**config.mk**
```make
export PLATFORM = sky130hd
export DESIGN_NAME = dir_home
export DESIGN_NICKNAME = d
export VERILOG_FILES = /design/src/rtl/dir_home.sv
export SDC_FILE = /design/constraint.sdc
export NUM_CORES = 1
export LEC_CHECK = 0
export BUFFER_PORTS_ARGS = -buffer_cell sky130_fd_sc_hd__clkbuf_2
export CAP_MARGIN = 20
export CORE_MARGIN = 5
export CORE_UTILIZATION = 63
export DETAILED_ROUTE_END_ITERATION = 8
export GPL_ROUTABILITY_DRIVEN = 0
export HOLD_SLACK_MARGIN = 0.02
export PLACE_DENSITY = 0.81
export SYNTH_ARGS = -nofsm -noshare
export SYNTH_HDL_FRONTEND = slang
export SYNTH_SLANG_ARGS = --single-unit
```
**constraint.sdc**
```tcl
create_clock -name clk -period 3.2 [get_ports clk]
set_input_delay 0.16 -clock clk [delete_from_list [all_inputs] [get_ports clk]]
set_output_delay 0.16 -clock clk [all_outputs]
set_load 0.01 [all_outputs]
```
**src/rtl/dir_home.sv**
```systemverilog
module dir_home #(
  parameter int NODES   = 4,
  parameter int BLOCKS  = 16,
  parameter int DW      = 8,
  parameter int MEM_LAT = 2,
  localparam int NW = (NODES > 1) ? $clog2(NODES) : 1,
  localparam int AW = (BLOCKS > 1) ? $clog2(BLOCKS) : 1
)(
  input  logic             clk,
  input  logic             rst_n,
  input  logic             req_valid,
  input  logic             req_write,
  input  logic [NW-1:0]    req_node,
  input  logic [AW-1:0]    req_addr,
  input  logic             ack_valid,
  input  logic [DW-1:0]    ack_data,
  output logic             nack_valid,
  output logic [NW-1:0]    nack_node,
  output logic             msg_valid,
  output logic [1:0]       msg_kind,
  output logic [NODES-1:0] msg_mask,
  output logic [AW-1:0]    msg_addr,
  output logic             rsp_valid,
  output logic [NW-1:0]    rsp_node,
  output logic             rsp_excl,
  output logic [DW-1:0]    rsp_data
);
  localparam int CW = $clog2(NODES + 1);
  localparam logic [1:0] K_INV = 2'd0, K_RSH = 2'd1, K_RINV = 2'd2;
  localparam logic [NODES-1:0] ONE = {{(NODES-1){1'b0}}, 1'b1};

  function automatic logic [CW-1:0] pop(input logic [NODES-1:0] v);
    pop = '0;
    for (int k = 0; k < NODES; k++) pop = pop + CW'(v[k]);
  endfunction

  logic [NODES-1:0] pres [BLOCKS];
  logic [BLOCKS-1:0] dirty, busy;
  logic [DW-1:0]    mem  [BLOCKS];

  logic          eng_busy, eng_write, eng_recall;
  logic [NW-1:0] eng_node;
  logic [AW-1:0] eng_addr;
  logic [CW-1:0] ack_cnt;

  wire [NODES-1:0] req_bit  = ONE << req_node;
  wire [NODES-1:0] eng_bit  = ONE << eng_node;
  wire [NODES-1:0] cur      = pres[req_addr];
  wire [NODES-1:0] others   = cur & ~req_bit;
  wire             owner_rq = dirty[req_addr] & cur[req_node];
  wire             last_ack = eng_busy & ack_valid & (ack_cnt == CW'(1));
  wire             need_eng = ~owner_rq & (dirty[req_addr] | (req_write & |others));
  wire             refuse   = busy[req_addr] | last_ack | (need_eng & eng_busy);
  wire             take     = req_valid & ~refuse;

  logic          push_v, push_x;
  logic [NW-1:0] push_n;
  logic [DW-1:0] push_d;

  always_comb begin
    push_v = 1'b0;
    push_x = 1'b0;
    push_n = req_node;
    push_d = mem[req_addr];
    if (last_ack) begin
      push_v = 1'b1;
      push_x = eng_write;
      push_n = eng_node;
      push_d = eng_recall ? ack_data : mem[eng_addr];
    end else if (take && !need_eng) begin
      push_v = 1'b1;
      push_x = req_write;
    end
  end

  always_ff @(posedge clk or negedge rst_n) begin
    if (!rst_n) begin
      for (int a = 0; a < BLOCKS; a++) begin
        pres[a] <= '0;
        mem[a]  <= DW'(3 * a + 1);
      end
      dirty      <= '0;
      busy       <= '0;
      eng_busy   <= 1'b0;
      eng_write  <= 1'b0;
      eng_recall <= 1'b0;
      eng_node   <= '0;
      eng_addr   <= '0;
      ack_cnt    <= '0;
      nack_valid <= 1'b0;
      nack_node  <= '0;
      msg_valid  <= 1'b0;
      msg_kind   <= K_INV;
      msg_mask   <= '0;
      msg_addr   <= '0;
    end else begin
      nack_valid <= req_valid & refuse;
      nack_node  <= req_node;
      msg_valid  <= 1'b0;
      if (take) begin
        if (need_eng) begin
          eng_busy       <= 1'b1;
          busy[req_addr] <= 1'b1;
          eng_addr       <= req_addr;
          eng_node       <= req_node;
          eng_write      <= req_write;
          eng_recall     <= dirty[req_addr];
          msg_valid      <= 1'b1;
          msg_addr       <= req_addr;
          if (dirty[req_addr]) begin
            msg_kind <= req_write ? K_RINV : K_RSH;
            msg_mask <= cur;
            ack_cnt  <= CW'(1);
          end else begin
            msg_kind <= K_INV;
            msg_mask <= others;
            ack_cnt  <= pop(others);
          end
        end else if (!owner_rq) begin
          if (req_write) begin
            pres[req_addr]  <= req_bit;
            dirty[req_addr] <= 1'b1;
          end else begin
            pres[req_addr] <= cur | req_bit;
          end
        end
      end
      if (eng_busy && ack_valid) begin
        ack_cnt <= ack_cnt - CW'(1);
        if (eng_recall) mem[eng_addr] <= ack_data;
        if (last_ack) begin
          eng_busy       <= 1'b0;
          busy[eng_addr] <= 1'b0;
          if (eng_write) begin
            pres[eng_addr]  <= eng_bit;
            dirty[eng_addr] <= 1'b1;
          end else begin
            pres[eng_addr]  <= pres[eng_addr] | eng_bit;
            dirty[eng_addr] <= 1'b0;
          end
        end
      end
    end
  end

  logic          pv [MEM_LAT];
  logic          px [MEM_LAT];
  logic [NW-1:0] pn [MEM_LAT];
  logic [DW-1:0] pd [MEM_LAT];

  always_ff @(posedge clk or negedge rst_n) begin
    if (!rst_n) begin
      for (int k = 0; k < MEM_LAT; k++) begin
        pv[k] <= 1'b0;
        px[k] <= 1'b0;
        pn[k] <= '0;
        pd[k] <= '0;
      end
    end else begin
      pv[0] <= push_v;
      px[0] <= push_x;
      pn[0] <= push_n;
      pd[0] <= push_d;
      for (int k = 1; k < MEM_LAT; k++) begin
        pv[k] <= pv[k-1];
        px[k] <= px[k-1];
        pn[k] <= pn[k-1];
        pd[k] <= pd[k-1];
      end
    end
  end

  assign rsp_valid = pv[MEM_LAT-1];
  assign rsp_excl  = px[MEM_LAT-1];
  assign rsp_node  = pn[MEM_LAT-1];
  assign rsp_data  = pd[MEM_LAT-1];

  p_one_busy_r8: assert property (@(posedge clk) disable iff (!rst_n) $onehot0(busy));
  p_nack_busy_r7: assert property (@(posedge clk) disable iff (!rst_n)
    req_valid && busy[req_addr] |=> nack_valid && nack_node == $past(req_node));
  p_nack_last_r9: assert property (@(posedge clk) disable iff (!rst_n)
    req_valid && last_ack |=> nack_valid);
  p_close_r6: assert property (@(posedge clk) disable iff (!rst_n) last_ack |=> !eng_busy);
  p_mask_excl_r4: assert property (@(posedge clk) disable iff (!rst_n)
    msg_valid |-> !msg_mask[eng_node] && msg_mask != '0);
  p_kind_r3: assert property (@(posedge clk) disable iff (!rst_n) msg_valid |-> msg_kind != 2'd3);
  p_idle_ack_r11: assert property (@(posedge clk) disable iff (!rst_n)
    ack_valid && !eng_busy && !req_valid |=> !msg_valid && !nack_valid);

  for (genvar g = 0; g < BLOCKS; g++) begin : g_own
    p_owner_r5: assert property (@(posedge clk) disable iff (!rst_n)
      dirty[g] |-> $onehot(pres[g]));
  end
endmodule

```
======== Word-level counts from Yosys, hierarchy flattened ========
Cells that the tools add are included.
storage, ports and cells
  register bits after elaboration ......... 270
  bits in latches ......................... 0
  bits in writable memories ............... 0
  memory bits (read-only) ................. 0
  output and inout bits ................... 26
  word-level logic and storage cells ...... 178
  memories kept ........................... 0
operators by class
  add/sub/neg operators ................... 4
  multiply operators ...................... 0
  divide/modulo/power cells ............... 0
  $lt $le $gt $ge ......................... 9
  eq/ne operators ......................... 1
  shifts and indexed selects .............. 2
  muxes and demuxes ....................... 71
  bitwise gates (word level) .............. 25
  reduce and logical (&&, ||, !) cells .... 13
operators with widths
  operator                                                            number
  two-way mux 64 bit                                                  7
  bitwise mux 64 bit                                                  4
  two-way mux 16 bit                                                  11
  bitwise mux 128 bit                                                 1
  binary-select mux 8 bit (select 4 bit)                              2
  two-way mux 8 bit                                                   7
  bitwise OR 16 bit                                                   3
  AND 16 bit                                                          2
  binary-select mux 4 bit (select 4 bit)                              2
  demux 4 bit (select 4 bit)                                          2
  demux 8 bit (select 4 bit)                                          1
  two-way mux 4 bit                                                   7
  NOT 16 bit                                                          1
  two-way mux 1 bit                                                   15
  two-way mux 3 bit                                                   4
  greater-or-equal comparator 5 bit (second input constant)           2
  < comparator 4 x 5 -> 1 bit (second input constant)                 2
  < comparator 5 x 1 -> 1 bit (second input constant)                 2
  NOT 4 -> 5 bit                                                      2
  AND 1 bit                                                           8
  binary-select mux 1 bit (select 4 bit)                              2
  demux 1 bit (select 4 bit)                                          2
  greater-or-equal comparator 4 x 1 -> 1 bit (second input constant)  2
  bitwise OR 4 bit                                                    2
  other kinds (18)                                                    32

======== Depth between registers and ports, before layout ========
  depth in word-level cells ............... 18
  mapped depth ............................ 14

======== Worst setup path before layout ========
Ideal clock, no wire load.
  path type ............................... in2reg
  from .................................... in req_addr[1]
  to ...................................... reg pres[25] in the netlist's numbering
  library setup time ...................... 0.123 ns
  arrival ................................. 3.019 ns
  required time ........................... 3.077 ns
  path slack .............................. 0.058 ns
  stages on the path ...................... 14
  path buffers ............................ 4
  path through ............................ buf_2 -> buf_2 -> buf_1 -> mux4_2 -> a22oi_1 -> and2_1 -> nand2b_1 -> ha_1 -> nor2_1 -> nor3b_4 -> o21a_4 -> o211ai_4 -> buf_6 -> o221a_1
on the way
  word-level cells in the longest chain between the ends .. 18
  elaborated cells between the ends (all ways) .. 39
ends and longest elaborated chain
  item                                                                        line          RTL
  start, declared                                                             14            input logic [AW-1:0] req_addr,
  NOT 4 -> 5 bit (implied by the code)                                        48, 121, 124
  binary-select mux 4 bit (select 4 bit)                                      48            wire [NODES-1:0] cur = pres[req_addr];
  two-way mux 4 bit (implied by the code) (2 in a row)                        48
  AND 4 bit / binary-select mux 1 bit (select 2 bit) (equally long branches)  49, 50
  OR reduction 4 bit / two-way mux 1 bit (equally long branches)              52, 50
  AND 1 bit (on tied branches)                                                52, 50
  bitwise OR 1 bit / NOT 1 bit (equally long branches)                        52            wire need_eng = ~owner_rq & (dirty[req_addr] | (req_write & |others));
  AND 1 bit                                                                   52
  AND 1 bit                                                                   53            wire refuse = busy[req_addr] | last_ack | (need_eng & eng_busy);
  bitwise OR 1 bit                                                            53
  NOT 1 bit                                                                   54            wire take = req_valid & ~refuse;
  AND 1 bit                                                                   54
  two-way mux 64 bit (*)                                                      100           if (take) begin
  bitwise mux 64 bit (on tied branches)                                       138, 135
  two-way mux 64 bit                                                          134           if (eng_write) begin
  two-way mux 64 bit                                                          131           if (last_ack) begin
  two-way mux 64 bit (*)                                                      128           if (eng_busy && ack_valid) begin
  end signal, assigned by index                                               124           pres[req_addr] <= cur | req_bit;
  end signal, assigned by index                                               135           pres[eng_addr] <= eng_bit;
  end signal, assigned by index                                               138           pres[eng_addr] <= pres[eng_addr] | eng_bit;
  end, declared                                                               37            logic [NODES-1:0] pres [BLOCKS];
Mark *: on every way between the ends. The rest lies on a longest branch, timed or not. The select of a mux whose other input is x is not followed.
A chain may end at the register's enable or synchronous reset.

======== Worst setup path in the final report ========
  from .................................... reg pres[7] in the netlist's numbering
  to ...................................... reg eng_busy
on the way
  word-level cells in the longest chain between the ends .. 15
  elaborated cells between the ends (all ways) .. 20
ends and longest elaborated chain
  item                                                                        line    RTL
  start signal, assigned by index                                             121     pres[req_addr] <= req_bit;
  start signal, assigned by index                                             124
  start signal, assigned by index                                             135
  binary-select mux 4 bit (select 4 bit) (*)                                  48
  two-way mux 4 bit (implied by the code) (*) (2 in a row)                    48
  AND 4 bit / binary-select mux 1 bit (select 2 bit) (equally long branches)  49, 50
  OR reduction 4 bit / two-way mux 1 bit (equally long branches)              52, 50
  AND 1 bit (on tied branches)                                                52, 50
  bitwise OR 1 bit / NOT 1 bit (equally long branches)                        52
  AND 1 bit (*)                                                               52
  AND 1 bit                                                                   53
  bitwise OR 1 bit                                                            53
  NOT 1 bit                                                                   54
  AND 1 bit                                                                   54
  two-way mux 1 bit (*)                                                       100
  two-way mux 1 bit                                                           131
  two-way mux 1 bit (*)                                                       128
  end signal, assigned                                                        84      eng_busy <= 1'b0;
  end signal, assigned                                                        102     eng_busy <= 1'b1;
  end signal, assigned                                                        132     eng_busy <= 1'b0;
  end, declared                                                               41      logic eng_busy, eng_write, eng_recall;
Marked as above.

==> flow_summary_export.csv <==
group,metric,value,unit
synthesis,seq_area_frac_synth,46.90,%
synthesis,yosysWarningCount,0,
critical_path,critical_path_class,"register to register",
final_layout,area_delta_synth_final,12.92,%
detailed_routing,avgRoutedWirePerCell,27.41,um
power_and_ir_drop,static-leakage-power,0.006902,uW
floorplan,num_io_pins,45,
floorplan,placement_rows,55,
timing,final_critical_path_setup_slack,68.24,ps
worst_hold_path,hold_path_class,"input pin to register",
clock_network,cts_buffers,29,
clock_network,cts_tree,"built",
detailed_routing,antenna_left,0,
floorplan,die_x,161.8,um
detailed_routing,route.detailed.drc,0,
timing,tns,0,ps
synthesis,synth_area,14520,um^2
detailed_routing,vias_per_cell,7.123,
power_and_ir_drop,power.net_switching,5643,uW
timing,layout_worst_path_cycle_share,97.87,%
final_layout,antennaDiodeCount,0,
floorplan,start_util,64.14,%
synthesis,synth-edff-count,0,
critical_path,timing.critical_path.to_type,"register",
final_layout,fin_cells,1455,
place,placed_area,15390,um^2
detailed_routing,routed_wl,39880,um
power_and_ir_drop,internal-power,10250,uW
clock_network,clk_root_buffer_cell,"clkbuf_16",
critical_path,setup.worst_path.start_class,"register",
final_layout,post_route_cell_area,16400,um^2
detailed_routing,drt_pre_antenna_iters,5,
critical_path,arrival_time_at_the_worst_endpoint,3580,ps
global_routing,total_routing_resource_utilization_after_global_routing,31.26,%
clock_network,clkLatencyLatePin,570,ps
timing,fmaxAchievable,319.3,MHz
job,maxCapViolCount,0,
clock_network,clk_transition_reported_paths,60,ps
synthesis,asyncSetResetFlopFracSynth,100.0,%
timing,grt_setup_unrepaired,"no",
timing,worst_hold_slack,43.49,ps
global_routing,antenna_found_initial,1,
place,worst_setup_slack_before_clock_tree_synthesis,-27.86,ps
clock_network,post_cts.repair.setup_buffers,0,
timing,finalHoldViolations,0,
critical_path,critical_path.max_fanout,30,
floorplan,coreArea,22640,um^2
final_layout,drive_above_1_share,44.36,%
global_routing,grt_remaining_overflow,0,
timing,number_of_endpoints_failing_setup_at_the_final_stage,0,
clock_network,cts-root-to-sink-buffers,3,
power_and_ir_drop,power.ir.vdd_worst,0.0005501,V
power_and_ir_drop,seq_power_share,39.4,%
global_routing,global_route_wire_length_before_repair,63800,um
detailed_routing,drt_iter0_drc,1421,
timing,clock-skew-final,9.126,ps
clock_network,clkSinkCount,270,
place,dp.final_hpwl,26810,um
place,port_buffers,44,
timing,period_minus_slack,3132,ps
power_and_ir_drop,power.switching_fraction,35.51,%
timing,timing_max_transition_violations_final,0,
timing,maxSlewHeadroom,39.51,%
power_and_ir_drop,portion_of_total_power_attributed_to_combinational_logic,39.6,%
final_layout,num-fill-cells,1376,
floorplan,die_height,161.8,um
critical_path,cp.required,3650,ps
clock_network,cts-htree-levels,1,
place,numPlacedInstances,1397,
synthesis,synth.avg_cell_area,13.61,um^2
synthesis,postSynth.topFlopCell,"dfrtp_1",
detailed_routing,vias,10360,
final_layout,layout.cells.most_common,"dfrtp_1",
status,outcome,"completed",
global_routing,number_of_global_route_vias_before_repair,10910,
final_layout,layout_common_cells,"225 x dfrtp_1, 137 x nand2_1, 128 x mux2_2",
floorplan,die_outline_area,26190,um^2
synthesis,postSynthCellCount,1067,
synthesis,synthesis.nets,1092,
synthesis,yosys_register_bits,270,
synthesis,synth_cell_type_count,56,
power_and_ir_drop,power.clock.fraction,21.0,%
power_and_ir_drop,power_density,969.0,nW/um^2
global_routing,grt_max_degree,121,
timing,max_slew.worst_pin.slew,907.4,ps
final_layout,layout.nets,1172,
## sequential cells by signal, summed over array words and instances, names as in the netlist, 2 cells and up
| register | flops |
|---|---|
| msg_addr | 4 |
| busy | 16 |
| dirty | 16 |
| msg_kind | 2 |
| pres | 64 |
| ack_cnt | 3 |
| rsp_data | 8 |
| eng_node | 2 |
| mem | 128 |
| rsp_node | 2 |
| pd | 8 |
| nack_node | 2 |
| pn | 2 |
| msg_mask | 4 |
## critical path: stages, from the launching register on
cell and delay, ps:
dfrtp_1 420, mux4_1 590, a22oi_1 370, and2_1 260, a32o_1 320, a21o_1 190, and2_4 470, inv_1 180
o21a_1 210
## power groups by stage
| stage | combinational, uW | clock (uW) | sequential (uW) |
|---|---|---|---|
| 6_report | 6290 | 3340 | 6260 |
| 5_1_grt | 6680 | 3500 | 6420 |
| 4_1_cts | 6180 | 3340 | 6190 |
| 3_5_place_dp | 6120 | 0 | 6220 |
| 3_3_place_gp | 5930 | 0 | 6100 |
| 2_1_floorplan | 4550 | 0 | 5680 |
## path summary, 6_finish.rpt
| path | start | to | slack, ps | cells after the start |
|---|---|---|---|---|
| max in group asynchronous | rst_n | pres[6]$_DFF_PN0_ | 2020 | 3 |
| min | ack_valid | ack_cnt[2]$_DFFE_PN0P_ | 40 | 4 |
| min reg2reg | pd[10]$_DFF_PN0_ | rsp_data[2]$_DFF_PN0_ | 340 | 0 |
| max | pres[7]$_DFF_PN0_ | eng_busy$_DFF_PN0_ | 70 | 8 |
| min in group asynchronous | rst_n | rsp_data[1]$_DFF_PN0_ | 270 | 2 |
| max reg2reg | pres[7]$_DFF_PN0_ | eng_busy$_DFF_PN0_ | 70 | 8 |
## metrics by stage
stage	util (%)	total power, uW
after floorplan	-	10240
after global placement	67.97	12030
after detailed placement	67.97	12340
after CTS	72.35	15710
after global routing	72.43	16590
final	72.43	15890
## layer usage
metal  share of wire (%)  track usage, %  wire length, um
met1                  39           44.83            15550
met2                  46           47.87            18330
met4                 3.7           10.73             1473
met5               0.033               0               13
met3                  11           7.384             4503
## cell families (layout without fill, tap and decap cells)
logic type	after synthesis	count (layout)	synth area share, %
buffers and inverters	96	199	3.343
AOI/OAI and AO/OA	180	180	10.75
and+or+nand+nor	242	242	7.333
adders and majority gates	6	6	0.5687
muxes	273	273	31.10
DFF	270	270	46.90
## area by class of cell
cell class	count	area (um^2)	share of cell area, %
repair buffers	135	992.2	6.051
well taps	285	356.6	2.175
flip-flops and latches	270	6815	41.56
clock inverters	6	73.82	0.4502
inverters	10	37.54	0.2289
multi-input cells	701	7246	44.19
clock buffers	48	877.1	5.349
## synth_stat cells, drive strengths merged, types with 3 or more instances
cell type	n	area share [%]
a211oi	5	0.26
a21o	3	0.16
a21oi	12	0.41
a22oi	13	0.67
a41oi	5	0.30
and2	6	0.28
buf	41	1.9
clkbuf	45	1.2
dfrtp	227	39
dfstp	43	7.8
ha	5	0.43
inv	9	0.23
mux2	134	11
mux2i	14	0.96
mux4	125	20
nand2	138	3.6
nand2b	11	0.47
nand3	21	0.72
nor2	39	1.0
nor2b	7	0.30
nor3	8	0.28
nor4	4	0.22
o211ai	5	0.64
o21ai	48	1.9
o221a	64	5.0
o31ai	14	0.72
or2	3	0.13
## timing repair
item | 4_1_cts | 5_1_grt
hold buffers | 4 | 0
endpoints found under the hold margin | 116 | 0
setup endpoints to repair | 0 | 57
gates resized for setup | 0 | 6
Power figures use the tool's default switching activity.
